File: config.mk
export PLATFORM = sky130hd
export DESIGN_NAME = spi_nv_engine
export DESIGN_NICKNAME = d
export VERILOG_FILES = /design/src/rtl/spi_nv_pkg.sv /design/src/rtl/spi_nv_pins.sv /design/src/rtl/spi_nv_shift.sv /design/src/rtl/spi_nv_ctrl.sv /design/src/rtl/spi_nv_engine.sv
export SDC_FILE = /design/constraint.sdc
export NUM_CORES = 1
export LEC_CHECK = 0
export ABC_CLOCK_PERIOD_IN_PS = 2100
export BUFFER_PORTS_ARGS = -buffer_cell sky130_fd_sc_hd__buf_2
export CORE_UTILIZATION = 52
export DETAILED_ROUTE_END_ITERATION = 8
export PLACE_DENSITY_LB_ADDON = 0.2
export SKIP_LAST_GASP = 1
export SYNTH_ARGS = -nofsm -noshare
export SYNTH_HDL_FRONTEND = slang
export SYNTH_SLANG_ARGS = --single-unit
File: constraint.sdc
create_clock -name clk -period 2.1 [get_ports clk]
set_input_delay 0.105 -clock clk [delete_from_list [all_inputs] [get_ports clk]]
set_output_delay 0.105 -clock clk [all_outputs]
set_load 0.02 [all_outputs]
File: src/rtl/spi_nv_pkg.sv
package spi_nv_pkg;

    typedef enum logic [3:0] {
        ST_DESEL,
        ST_OPCODE,
        ST_ADDR,
        ST_WDATA,
        ST_RDATA,
        ST_SRWR,
        ST_SRRD,
        ST_ARMED,
        ST_DISCARD
    } ctrl_state_t;

    localparam logic [7:0] OP_WREN   = 8'h06;
    localparam logic [7:0] OP_WRDI   = 8'h04;
    localparam logic [7:0] OP_RDSR   = 8'h05;
    localparam logic [7:0] OP_WRSR   = 8'h01;
    localparam logic [7:0] OP_READ   = 8'h03;
    localparam logic [7:0] OP_WRITE  = 8'h02;
    localparam logic [7:0] OP_STORE  = 8'h3C;
    localparam logic [7:0] OP_RECALL = 8'h60;
    localparam logic [7:0] OP_ASON   = 8'h59;
    localparam logic [7:0] OP_ASOFF  = 8'h19;

    localparam logic [1:0] SRK_SET   = 2'd0;
    localparam logic [1:0] SRK_CLR   = 2'd1;
    localparam logic [1:0] SRK_WRITE = 2'd2;

    localparam logic [1:0] NVK_STORE  = 2'd0;
    localparam logic [1:0] NVK_RECALL = 2'd1;
    localparam logic [1:0] NVK_ASON   = 2'd2;
    localparam logic [1:0] NVK_ASOFF  = 2'd3;

endpackage

File: src/rtl/spi_nv_pins.sv
// Samples the serial pins, finds chip-select and clock edges, and gates
// clock edges by selection, hold and the mode-3 dummy falling edge.
module spi_nv_pins (
    input  logic clk,
    input  logic rst_n,
    input  logic cs_n,
    input  logic sck,
    input  logic si,
    input  logic hold_n,
    output logic cs_fall,
    output logic cs_rise,
    output logic sck_rise,
    output logic sck_fall,
    output logic si_s,
    output logic selected,
    output logic hold_on
);
    logic cs_s, cs_d, sck_s, sck_d, hold_s, sel_q, mask_q;
    logic raw_rise, raw_fall, gate;

    // cs history resets low, so a high-then-low sequence is needed first
    always_ff @(posedge clk or negedge rst_n) begin
        if (!rst_n) begin
            cs_s   <= 1'b0;
            cs_d   <= 1'b0;
            sck_s  <= 1'b0;
            sck_d  <= 1'b0;
            si_s   <= 1'b0;
            hold_s <= 1'b1;
        end else begin
            cs_s   <= cs_n;
            cs_d   <= cs_s;
            sck_s  <= sck;
            sck_d  <= sck_s;
            si_s   <= si;
            hold_s <= hold_n;
        end
    end

    assign cs_fall  = cs_d & ~cs_s;
    assign cs_rise  = sel_q & cs_s & ~cs_d;
    assign raw_rise = sck_s & ~sck_d;
    assign raw_fall = ~sck_s & sck_d;
    assign gate     = sel_q & hold_s & ~cs_s;
    assign sck_rise = gate & raw_rise;
    assign sck_fall = gate & raw_fall & ~mask_q;
    assign selected = sel_q;
    assign hold_on  = sel_q & ~hold_s;

    always_ff @(posedge clk or negedge rst_n) begin
        if (!rst_n) begin
            sel_q  <= 1'b0;
            mask_q <= 1'b0;
        end else begin
            if (cs_fall)
                sel_q <= 1'b1;
            else if (cs_rise)
                sel_q <= 1'b0;
            // mode 3: clock high at selection, first falling edge is a dummy
            if (cs_fall)
                mask_q <= sck_s;
            else if (gate && raw_fall)
                mask_q <= 1'b0;
        end
    end

endmodule

File: src/rtl/spi_nv_shift.sv
// Receive and transmit shift registers with the bit counter.
module spi_nv_shift #(
    parameter int W = 8
) (
    input  logic         clk,
    input  logic         rst_n,
    input  logic         clr,
    input  logic         rise,
    input  logic         fall,
    input  logic         si,
    input  logic         ld,
    input  logic [W-1:0] ld_data,
    output logic         byte_done,
    output logic [W-1:0] rx_byte,
    output logic         so_bit
);
    localparam int CW = $clog2(W);

    logic [CW-1:0] cnt_q;
    logic [W-2:0]  rx_q;
    logic [W-1:0]  tx_q;
    logic          so_q;

    assign rx_byte   = {rx_q, si};
    assign byte_done = rise & (cnt_q == CW'(W - 1));
    assign so_bit    = so_q;

    always_ff @(posedge clk or negedge rst_n) begin
        if (!rst_n) begin
            cnt_q <= '0;
            rx_q  <= '0;
        end else if (clr) begin
            cnt_q <= '0;
        end else if (rise) begin
            rx_q  <= rx_byte[W-2:0];
            cnt_q <= (cnt_q == CW'(W - 1)) ? '0 : cnt_q + CW'(1);
        end
    end

    always_ff @(posedge clk or negedge rst_n) begin
        if (!rst_n) begin
            tx_q <= '0;
            so_q <= 1'b0;
        end else if (ld) begin
            tx_q <= ld_data;
        end else if (fall) begin
            so_q <= tx_q[W-1];
            tx_q <= {tx_q[W-2:0], 1'b0};
        end
    end

endmodule

File: src/rtl/spi_nv_ctrl.sv
// Command state machine: opcode decode, address collection, bursts and
// request issue at chip-select rise.
module spi_nv_ctrl
    import spi_nv_pkg::*;
#(
    parameter int ADDR_W     = 17,
    parameter int ADDR_BYTES = 3
) (
    input  logic              clk,
    input  logic              rst_n,
    input  logic              cs_fall,
    input  logic              cs_rise,
    input  logic              byte_done,
    input  logic [7:0]        rx_byte,
    input  logic              hold_on,
    input  logic [7:0]        mem_rdata,
    input  logic [7:0]        sr_rdata,
    output logic              ld,
    output logic [7:0]        ld_data,
    output logic              so_oe,
    output logic [ADDR_W-1:0] mem_addr,
    output logic              mem_rd_en,
    output logic              mem_wr_en,
    output logic [7:0]        mem_wdata,
    output logic              sr_req_valid,
    output logic [1:0]        sr_req_kind,
    output logic [7:0]        sr_req_data,
    output logic              nv_req_valid,
    output logic [1:0]        nv_req_kind
);
    localparam int ACW = (ADDR_BYTES > 1) ? $clog2(ADDR_BYTES) : 1;

    ctrl_state_t       state_q, state_d;
    logic [7:0]        op_q;
    logic [ACW-1:0]    acnt_q;
    logic [ADDR_W-9:0] ash_q;
    logic [ADDR_W-1:0] afull;
    logic              alast;
    logic [ADDR_W-1:0] addr_q;
    logic              rd_q, wr_q, inc_q, rd_pend_q;
    logic [7:0]        wdata_q, srd_q;
    logic              srv_q, nvv_q;
    logic [1:0]        srk_q, nvk_q;

    // upper address bits beyond ADDR_W fall off the top of this shift
    assign afull = {ash_q, rx_byte};
    assign alast = (acnt_q == ACW'(ADDR_BYTES - 1));

    // state register
    always_ff @(posedge clk or negedge rst_n) begin
        if (!rst_n) state_q <= ST_DESEL;
        else        state_q <= state_d;
    end

    // next state
    always_comb begin
        state_d = state_q;
        if (cs_rise) begin
            state_d = ST_DESEL;
        end else if (cs_fall) begin
            state_d = ST_OPCODE;
        end else if (byte_done) begin
            unique case (state_q)
                ST_OPCODE: begin
                    case (rx_byte)
                        OP_WREN, OP_WRDI, OP_STORE,
                        OP_RECALL, OP_ASON, OP_ASOFF: state_d = ST_ARMED;
                        OP_WRSR:                      state_d = ST_SRWR;
                        OP_RDSR:                      state_d = ST_SRRD;
                        OP_READ, OP_WRITE:            state_d = ST_ADDR;
                        default:                      state_d = ST_DISCARD;
                    endcase
                end
                ST_ADDR: begin
                    if (alast)
                        state_d = (op_q == OP_READ) ? ST_RDATA : ST_WDATA;
                end
                ST_SRWR: state_d = ST_ARMED;
                default: state_d = state_q;
            endcase
        end
    end

    // transmit loads: memory data one cycle after a read, status on RDSR
    assign ld = rd_pend_q |
                (byte_done & (((state_q == ST_OPCODE) && (rx_byte == OP_RDSR)) ||
                              (state_q == ST_SRRD)));
    assign ld_data = rd_pend_q ? mem_rdata : sr_rdata;
    assign so_oe   = ((state_q == ST_RDATA) || (state_q == ST_SRRD)) & ~hold_on;

    // outputs and datapath
    always_ff @(posedge clk or negedge rst_n) begin
        if (!rst_n) begin
            op_q      <= '0;
            acnt_q    <= '0;
            ash_q     <= '0;
            addr_q    <= '0;
            rd_q      <= 1'b0;
            wr_q      <= 1'b0;
            inc_q     <= 1'b0;
            rd_pend_q <= 1'b0;
            wdata_q   <= '0;
            srd_q     <= '0;
            srv_q     <= 1'b0;
            nvv_q     <= 1'b0;
            srk_q     <= '0;
            nvk_q     <= '0;
        end else begin
            rd_q      <= 1'b0;
            wr_q      <= 1'b0;
            inc_q     <= 1'b0;
            srv_q     <= 1'b0;
            nvv_q     <= 1'b0;
            rd_pend_q <= rd_q;
            if (inc_q)
                addr_q <= addr_q + ADDR_W'(1);
            if (cs_fall)
                acnt_q <= '0;
            if (byte_done) begin
                unique case (state_q)
                    ST_OPCODE: op_q <= rx_byte;
                    ST_ADDR: begin
                        ash_q  <= afull[ADDR_W-9:0];
                        acnt_q <= acnt_q + ACW'(1);
                        if (alast) begin
                            addr_q <= afull;
                            if (op_q == OP_READ) rd_q <= 1'b1;
                        end
                    end
                    ST_RDATA: begin
                        addr_q <= addr_q + ADDR_W'(1);
                        rd_q   <= 1'b1;
                    end
                    ST_WDATA: begin
                        wr_q    <= 1'b1;
                        wdata_q <= rx_byte;
                        inc_q   <= 1'b1;
                    end
                    ST_SRWR: srd_q <= rx_byte;
                    default: ;
                endcase
            end
            if (cs_rise && state_q == ST_ARMED) begin
                case (op_q)
                    OP_WREN:   begin srv_q <= 1'b1; srk_q <= SRK_SET;    end
                    OP_WRDI:   begin srv_q <= 1'b1; srk_q <= SRK_CLR;    end
                    OP_WRSR:   begin srv_q <= 1'b1; srk_q <= SRK_WRITE;  end
                    OP_STORE:  begin nvv_q <= 1'b1; nvk_q <= NVK_STORE;  end
                    OP_RECALL: begin nvv_q <= 1'b1; nvk_q <= NVK_RECALL; end
                    OP_ASON:   begin nvv_q <= 1'b1; nvk_q <= NVK_ASON;   end
                    OP_ASOFF:  begin nvv_q <= 1'b1; nvk_q <= NVK_ASOFF;  end
                    default: ;
                endcase
            end
        end
    end

    assign mem_addr     = addr_q;
    assign mem_rd_en    = rd_q;
    assign mem_wr_en    = wr_q;
    assign mem_wdata    = wdata_q;
    assign sr_req_valid = srv_q;
    assign sr_req_kind  = srk_q;
    assign sr_req_data  = srd_q;
    assign nv_req_valid = nvv_q;
    assign nv_req_kind  = nvk_q;

    // a cycle never both reads and writes memory
    p_wrrd_excl_r6: assert property (@(posedge clk) disable iff (!rst_n)
        !(wr_q && rd_q));

    // the address steps by one, modulo the address space, after a write
    p_wr_step_r7: assert property (@(posedge clk) disable iff (!rst_n)
        wr_q |=> (addr_q == ($past(addr_q) + ADDR_W'(1))));

    // requests appear only right after a chip-select rise
    p_req_at_rise_r3: assert property (@(posedge clk) disable iff (!rst_n)
        (srv_q || nvv_q) |-> $past(cs_rise));

    // at most one request per command
    p_one_req_r10: assert property (@(posedge clk) disable iff (!rst_n)
        !(srv_q && nvv_q));

endmodule

File: src/rtl/spi_nv_engine.sv
module spi_nv_engine #(
    parameter int ADDR_W     = 17,
    parameter int ADDR_BYTES = 3
) (
    input  logic              clk,
    input  logic              rst_n,
    input  logic              cs_n,
    input  logic              sck,
    input  logic              si,
    input  logic              hold_n,
    output logic              so,
    output logic              so_oe,
    output logic [ADDR_W-1:0] mem_addr,
    output logic              mem_rd_en,
    input  logic [7:0]        mem_rdata,
    output logic              mem_wr_en,
    output logic [7:0]        mem_wdata,
    input  logic [7:0]        sr_rdata,
    output logic              sr_req_valid,
    output logic [1:0]        sr_req_kind,
    output logic [7:0]        sr_req_data,
    output logic              nv_req_valid,
    output logic [1:0]        nv_req_kind
);
    localparam int BYTE_W = 8;

    logic              cs_fall, cs_rise, sck_rise, sck_fall, si_s;
    logic              selected, hold_on;
    logic              byte_done, ld;
    logic [BYTE_W-1:0] rx_byte, ld_data;

    spi_nv_pins u_pins (
        .clk      (clk),
        .rst_n    (rst_n),
        .cs_n     (cs_n),
        .sck      (sck),
        .si       (si),
        .hold_n   (hold_n),
        .cs_fall  (cs_fall),
        .cs_rise  (cs_rise),
        .sck_rise (sck_rise),
        .sck_fall (sck_fall),
        .si_s     (si_s),
        .selected (selected),
        .hold_on  (hold_on)
    );

    spi_nv_shift #(.W(BYTE_W)) u_shift (
        .clk       (clk),
        .rst_n     (rst_n),
        .clr       (cs_fall),
        .rise      (sck_rise),
        .fall      (sck_fall),
        .si        (si_s),
        .ld        (ld),
        .ld_data   (ld_data),
        .byte_done (byte_done),
        .rx_byte   (rx_byte),
        .so_bit    (so)
    );

    spi_nv_ctrl #(.ADDR_W(ADDR_W), .ADDR_BYTES(ADDR_BYTES)) u_ctrl (
        .clk          (clk),
        .rst_n        (rst_n),
        .cs_fall      (cs_fall),
        .cs_rise      (cs_rise),
        .byte_done    (byte_done),
        .rx_byte      (rx_byte),
        .hold_on      (hold_on),
        .mem_rdata    (mem_rdata),
        .sr_rdata     (sr_rdata),
        .ld           (ld),
        .ld_data      (ld_data),
        .so_oe        (so_oe),
        .mem_addr     (mem_addr),
        .mem_rd_en    (mem_rd_en),
        .mem_wr_en    (mem_wr_en),
        .mem_wdata    (mem_wdata),
        .sr_req_valid (sr_req_valid),
        .sr_req_kind  (sr_req_kind),
        .sr_req_data  (sr_req_data),
        .nv_req_valid (nv_req_valid),
        .nv_req_kind  (nv_req_kind)
    );

    // the output is never enabled while deselected
    p_no_oe_desel_r2: assert property (@(posedge clk) disable iff (!rst_n)
        !selected |-> !so_oe);

    // no memory write is started while deselected
    p_no_wr_desel_r2: assert property (@(posedge clk) disable iff (!rst_n)
        !selected |-> !byte_done);

endmodule

==> impl_results.md, run 1 <==
* Clock Sinks at 92
* Fill cells at 726
* Worst Path Max Fanout at 4
* Sequential Area at 0.00230 mm^2
* H-tree depth at 3
* Full die area at 0.00961 mm^2
* Final Power at 3.43 mW
* Number of top-level pins at 65
* Crit path time final at 2070 ps
* Mapped Cells at 460
* Via density at 5.87
* Die height at 98.0 um
* Max Clock Freq at 484 MHz
* DR WL/cell at 17.4 um
* Remaining antenna violation count at 0
* Placed insts at 646
* Final wirelength at 11700 um
* Leakage at 2.70 nW
* Synthesized Nets at 486
* Final WS setup at 34.8 ps
* Vias in the first global route at 3792
* Hold Slack at 27.3 ps
* DR pass1 iterations at 7
* Arr. time, crit path at 2320 ps
* HPWL after DPL at 8320 um
* CP most frequent cell: ha_2
* Core ar. at 0.00881 mm^2
* Slew headroom at 62.1%
* Clk Latency, worst-skew pair at 370 ps
* # rows at 34
* Nature of the critical path startpoint: flip-flop
* Outcome: complete, but fails checks
* Final setup fails at 0
* Worst Path Buf+Inv at 1
* Most used DFF post-synth: dfrtp_1
* Cell Count, Final, Fillers Out at 671
* Top delay family on crit path: flip-flops
* CTS Buf Count at 9
* Total grt overflow at 0
* Routed vias at 3940
* Largest stage delay on the critical path at 410 ps
* CTS tree: built
* Post-synth cell types at 70
* Initial drt markers at 252
* CTS Root Cell: clkbuf_8
* DRC viols at 4
* Final core utilization at 65.6%
* Placement-stage worst setup slack at -67.0 ps
* Endpoints failing hold at 0
* Slew @ Worst Pin at 568 ps
* Worst Skew at 15.6 ps
* First-pass GRT wire length at 19200 um
* Nets at 584
* GPL Wtd Cong at 0.898
* Power Dens Cells at 594 mW/mm^2
* Layout area overhead at 20.5%
* Worst-case clock buffer depth at 2
* Failing checks: DRC
* RSZ-0062 raised after global routing: true
* Starting density of the core at 54.5%
* # diodes at 0
* Worst VDD drop at 0.000409 V
* Reg clk slew, reported paths at 100 ps
* Layout cell share with drive strength beyond 1 at 33.9%
* Worst path slowest cell: dfrtp_1
* Post-Syn Area per Cell at 10.4 um^2
* Critical-path cell list: ha_2, ha_2, and3b_2, a31oi_2, o41ai_4, buf_4, nor2_2, mux2_1
* Final Cycle Share at 98.3%
* Post-synth EDFFs at 0
* Part of the Yosys area used for sequential elements at 48.0%
* CP endpoint kind: flip-flop
* Initial antenna violation count at 0
* Multi-input logic area at 0.00240 mm^2
* Largest net degree at the start of global routing at 50
* Final Max Tran Viols at 0
* Total number of yosys warnings at 0
* Total GRT Usage at 25.6%
* Worst hold path class: in2reg
* Worst EP required at 2360 ps
* Synthesized area at 0.00480 mm^2
* Seq cells post-synth at 92
* Ys async rst share at 100%
* IO Port Bufs at 64
* Max capacitance violation total at 0
* Worst Setup Path Type: reg2reg
* Die X at 98.0 um
==> state kept, by name (all words and copies together) (netlist names), 2 cells and up <==
name	count
u_ctrl.ash_q	9
u_ctrl.acnt_q	2
u_ctrl.mem_addr	17
u_ctrl.nv_req_kind	2
u_shift.tx_q	8
u_ctrl.sr_req_data	8
u_ctrl.state_q	4
u_ctrl.op_q	8
u_shift.rx_q	7
u_ctrl.sr_req_kind	2
u_shift.cnt_q	3
u_ctrl.mem_wdata	8
==> tightest hold or removal path: stages <==
cell     delay (ps)
buf_2            70
mux2i_1          50
a21oi_1         130
==> power breakdown <==
part,internal [mW],leakage [nW],switching (mW)
Sequential,1.82,1.22,0.0453
Combinational,0.142,1.38,0.217
Clock,0.557,0.100,0.652
==> cell type report <==
| cell class | count | share of cell area (%) |
|---|---|---|
| clock buffer | 9 | 2.14 |
| inverter | 6 | 0.390 |
| clock inverter | 7 | 1.28 |
| timing repair buffer | 112 | 12.5 |
| multi-input combinational | 337 | 41.5 |
| tap | 108 | 2.34 |
| sequential | 92 | 39.9 |
==> placed cells by master, fill, tap and decap left out, types with 6 or more instances in the layout <==
cell type and instances:
nand2_1 63, a21oi_1 16, nor2_1 26, nor3_1 10, mux2_2 38, buf_2 63
clkbuf_8 9, nand3_1 14, a22oi_1 6, xnor2_1 7, inv_1 6, nand4_1 10
mux2i_1 13, o22ai_1 7, o31ai_1 7, xor2_1 7, o21ai_0 17, buf_4 40
dfrtp_1 91
==> logic make-up (layout without fill, tap and decap cells) <==
group           after synthesis  count (layout)  share of synthesized area (%)
xor+xnor                     14              14                           2.56
simple gates                189             189                           22.4
flops                        92              92                           48.0
fa+ha+maj                     4               4                           1.04
mux                          52              52                           11.9
compound gates               78              78                           11.2
buf+inv                      31             134                           2.92
==> through the flow <==
step	cell area (um^2)	TNS, ps
after floorplan	4800	0
after global placement	5440	-173
after detailed placement	5440	-504
after CTS	5690	0
after global routing	5780	-121
final	5780	0
==> final timing paths <==
check / startpoint / to / slack, ps / cells after the start
max reg2reg: u_shift.cnt_q[0] / u_shift.so_bit / 30 / 8
max: u_shift.cnt_q[0] / u_shift.so_bit / 30 / 8
min: sr_rdata[6] / u_shift.tx_q[6] / 30 / 3
min in group asynchronous: rst_n / u_ctrl.sr_req_valid / 270 / 2
min reg2reg: u_ctrl.mem_rd_en / u_ctrl.rd_pend_q / 380 / 0
max in group asynchronous: rst_n / u_shift.so_bit / 1170 / 3
==> cells in the mapped netlist (3+ instances only) <==
library cell | instances | area, um^2
a21oi_1 | 16 | 80.1
a22oi_1 | 6 | 45.0
a31oi_1 | 6 | 37.5
a41oi_1 | 3 | 26.3
and2_1 | 3 | 18.8
and3_1 | 4 | 25.0
buf_2 | 10 | 50.1
clkbuf_1 | 11 | 41.3
dfrtp_1 | 91 | 2280
ha_1 | 4 | 50.1
inv_1 | 6 | 22.5
mux2_2 | 38 | 428
mux2i_1 | 13 | 130
nand2_1 | 63 | 236
nand2b_1 | 5 | 31.3
nand3_1 | 14 | 70.1
nand3b_1 | 5 | 37.5
nand4_1 | 10 | 62.6
nor2_1 | 27 | 101
nor2_2 | 3 | 18.8
nor2b_1 | 5 | 31.3
nor3_1 | 10 | 50.1
nor3b_1 | 4 | 30.0
nor4_1 | 3 | 18.8
nor4b_2 | 3 | 45.0
nor4bb_1 | 3 | 30.0
o21ai_0 | 18 | 90.1
o22ai_1 | 7 | 43.8
o31ai_1 | 7 | 52.6
or3_1 | 3 | 18.8
xnor2_1 | 7 | 61.3
xor2_1 | 7 | 61.3
==> routing by layer <==
layer / part of all wire, % / GRT usage [%] / up-vias
met5: 0 / 0 / -
met4: 1.2 / 7.58 / 0
met3: 5.9 / 4.51 / 11
met2: 47 / 40.2 / 125
met1: 46 / 36.4 / 1931
li1: - / - / 1873
==> repair_timing <==
action / 4_1_cts / 5_1_grt
endpoints found under the setup margin: 18 / 36
hold buffers: 5 / 0
pin swaps: 0 / 3
resized for setup: 2 / 15
setup buffers: 0 / 3
gates cloned: 0 / 1
hold endpoints to repair: 46 / 0
Power figures use the tool's default switching activity.
==> run 2: changes to the inputs <==
--- a/config.mk
+++ b/config.mk
@@ -7,8 +7,10 @@
 export LEC_CHECK = 0
 export ABC_CLOCK_PERIOD_IN_PS = 2100
 export BUFFER_PORTS_ARGS = -buffer_cell sky130_fd_sc_hd__buf_2
+export CORE_MARGIN = 3
 export CORE_UTILIZATION = 52
 export DETAILED_ROUTE_END_ITERATION = 8
+export MAX_ROUTING_LAYER = met4
 export PLACE_DENSITY_LB_ADDON = 0.2
 export SKIP_LAST_GASP = 1
 export SYNTH_ARGS = -nofsm -noshare
==> run 2 against run 1 <==
Against the previous run: the run now ends clean; largest power group unchanged; die area grew 8.3%; wire length shrank 2.6%; worst hold slack lost 5.8 ps; setup slack gained 56 ps; global-route usage shrank 1.5 points; critical path type unchanged; non-clock buffer count shrank 4; sequential power is essentially flat; largest cell class unchanged; clock skew grew 0.78 ps.
==> impl_results.md, run 2 (synthesized netlist as in run 1, its figures left out) <==
* Outcome: finished clean
* Worst Skew at 16.3 ps (+0.783 ps)
* Critical R2R Launch: u_shift.cnt_q[0]
* Number of top-level pins at 65 (unchanged)
* Full die area at 0.0104 mm^2 (+8.3%)
* Arr. time, crit path at 2280 ps (-40 ps)
* Switch share at 28.9% (+2.2 points)
* Largest stage delay on the critical path at 390 ps (-20 ps)
* Core ar. at 0.00885 mm^2 (+0.48%)
* Number of flip-flops under the largest register name at 17 (unchanged)
* Clock Sinks at 92 (unchanged)
* Total grt overflow at 0 (unchanged)
* Slew headroom at 69.0% (+6.9 points)
* Worst Path Max Fanout at 8 (+4)
* Starting density of the core at 54.2% (-0.26 points)
* Worst setup path startpoint: u_shift.cnt_q[0]
* Worst EP required at 2370 ps (about the same)
* Top delay family on crit path: simple AND/OR/NAND/NOR gates
* Final wirelength at 11400 um (-2.6%)
* Worst r2r dst: u_ctrl.mem_wdata[0]
* DR WL/cell at 17.1 um (-2.0%)
* DR pass1 iterations at 6 (-1)
* # diodes at 0 (unchanged)
* Logic pwr share at 9.8% (-0.7 points)
* Clock share of power at 35.1% (about the same)
* Max Clock Freq at 498 MHz (+2.8%)
* Die X at 102 um (+4.1%)
* Critical-path cell list: ha_1, ha_2, and3b_2, nand2_4, nor4_4, buf_6, mux2_2
* Final Cycle Share at 95.7% (-2.7 points)
* CTS Buf Count at 9 (unchanged)
* RSZ-0062 raised after global routing: true
* Worst Setup Path Type: reg2reg
* Worst hold stages at 3 (unchanged)
* Final Power at 3.42 mW (-0.26%)
* Final setup fails at 0 (unchanged)
* Layout cell share with drive strength beyond 1 at 32.9% (-1.0 points)
* Leakage at 2.67 nW (-1.1%)
* Int Pwr at 2.43 mW (-3.3%)
* # rows at 34 (unchanged)
* Largest net degree at the start of global routing at 41 (-18%)
* Final Max Tran Viols at 0 (unchanged)
* Hold Slack at 21.5 ps (-5.78 ps)
* Vias in the first global route at 3773 (-0.50%)
* Sequential share of power at 55.1% (+0.8 points)
* CP endpoint kind: flip-flop
* Commonest non-fill, non-tap cell in the layout: dfrtp_1
* FF-to-FF setup slack at 90 ps (+60 ps)
* Post-CTS setup buffers at 0 (unchanged)
* Endpoints failing hold at 0 (unchanged)
* Nets at 580 (-0.68%)
* GPL Wtd Cong at 0.890 (-0.87%)
* Most frequent cells in the layout: dfrtp_1 (91), nand2_1 (63), buf_2 (63), mux2_2 (38), buf_4 (37)
* Routed vias at 3900 (-1.0%)
* Worst VDD drop at 0.000367 V (-10%)
* Hold endpoint: u_shift.tx_q[5]
* Hold path start: sr_rdata[5]
* Slew @ Worst Pin at 461 ps (-107 ps)
* Remaining antenna violation count at 0 (unchanged)
* Max capacitance violation total at 0 (unchanged)
* Fill cells at 768 (+5.8%)
* DRC viols at 0 (-4)
* CTS tree: built
* Worst Path Buf+Inv at 1 (unchanged)
* Crit path time final at 2010 ps (-56.1 ps)
* Worst hold path class: in2reg
* Power Dens Cells at 598 mW/mm^2 (+0.72%)
* Via density at 5.85 (-0.42%)
* Reg clk slew, reported paths at 110 ps (about the same)
* Initial antenna violation count at 0 (unchanged)
* Layout area overhead at 19.3%
* Die height at 102 um (+4.1%)
* Total GRT Usage at 24.1% (-1.5 points)
* IO Port Bufs at 64 (unchanged)
* H-tree depth at 3 (unchanged)
* Initial drt markers at 244 (-3.2%)
* Nature of the critical path startpoint: flip-flop
* First-pass GRT wire length at 19000 um (-0.98%)
* R2R cell count at 7 (-1)
* HPWL after DPL at 8470 um (+1.9%)
* Clk Latency, worst-skew pair at 370 ps (about the same)
* Worst path slowest cell: dfrtp_1
* Psw at 988 uW (+8.2%)
* Worst-case clock buffer depth at 2 (unchanged)
* CTS Root Cell: clkbuf_8
run 2: how the worst max path moves through the flow:
stage	slack, ps	endpoint	depth (start not counted)
after floorplan	70	u_shift.so_bit	7
after global placement	60	u_ctrl.mem_wdata[6]	7
after detailed placement	-30	u_ctrl.mem_wdata[5]	7
after CTS	30	u_ctrl.mem_wdata[0]	7
after global routing	-4	u_ctrl.state_q[0]	8
final	90	u_ctrl.mem_wdata[0]	7
run 2: area by class of cell:
type | count | area (um^2) | share of cell area, %
Clock inverter | 7 | 75.1 | 1.31
Inverter | 6 | 22.5 | 0.394
Multi-Input combinational cell | 337 | 2370 | 41.5
Timing Repair Buffer | 108 | 686 | 12.0
Tap cell | 108 | 135 | 2.36
Clock buffer | 9 | 124 | 2.17
Sequential cell | 92 | 2300 | 40.3
run 2: repair_timing:
| item | 4_1_cts | 5_1_grt |
|---|---|---|
| endpoints found under the setup margin | 17 | 27 |
| hold buffers | 5 | 0 |
| resized for setup | 1 | 8 |
| hold endpoints to repair | 69 | 0 |
| cloned | 0 | 0 |
run 2: worst register-to-register path: cells and delay by family, from the launching register on:
| kind | cells | cell delay (ps) |
|---|---|---|
| multiplexers | 1 | 350 |
| adder cells (fa/ha/maj) | 2 | 370 |
| buffers and inverters | 1 | 180 |
| flip-flops | 1 | 390 |
| AND/OR/NAND/NOR | 3 | 640 |
run 2: power groups by stage:
stage / logic [mW] / clock network [mW] / registers [mW]
final: 0.336 / 1.20 / 1.88
after global placement: 0.320 / 0 / 1.92
after detailed placement: 0.327 / 0 / 1.92
after global routing: 0.374 / 1.31 / 1.89
after floorplan: 0.191 / 0 / 1.89
after CTS: 0.336 / 1.23 / 1.88
run 2: through the flow:
stage	setup slack, ps	std cells	cell area, um^2	utilization, %	TNS (ps)
detailed placement	-32.0	646	5440	61.5	-201
global placement	63.2	646	5440	61.5	0
finish	90.9	667	5720	64.6	0
floorplan	67.8	460	4800	-	0
global route	-4.16	667	5720	64.6	-8.15
CTS	31.6	667	5690	64.3	0
run 2: metal layers:
metal	wire length (um)	track usage, %	part of all wire (%)	vias up
met5	0	-	0	-
met4	155	5.75	1.4	0
met3	583	4.51	5.1	19
met2	5510	38.1	48	130
met1	5130	32.5	45	1893
li1	-	-	-	1858
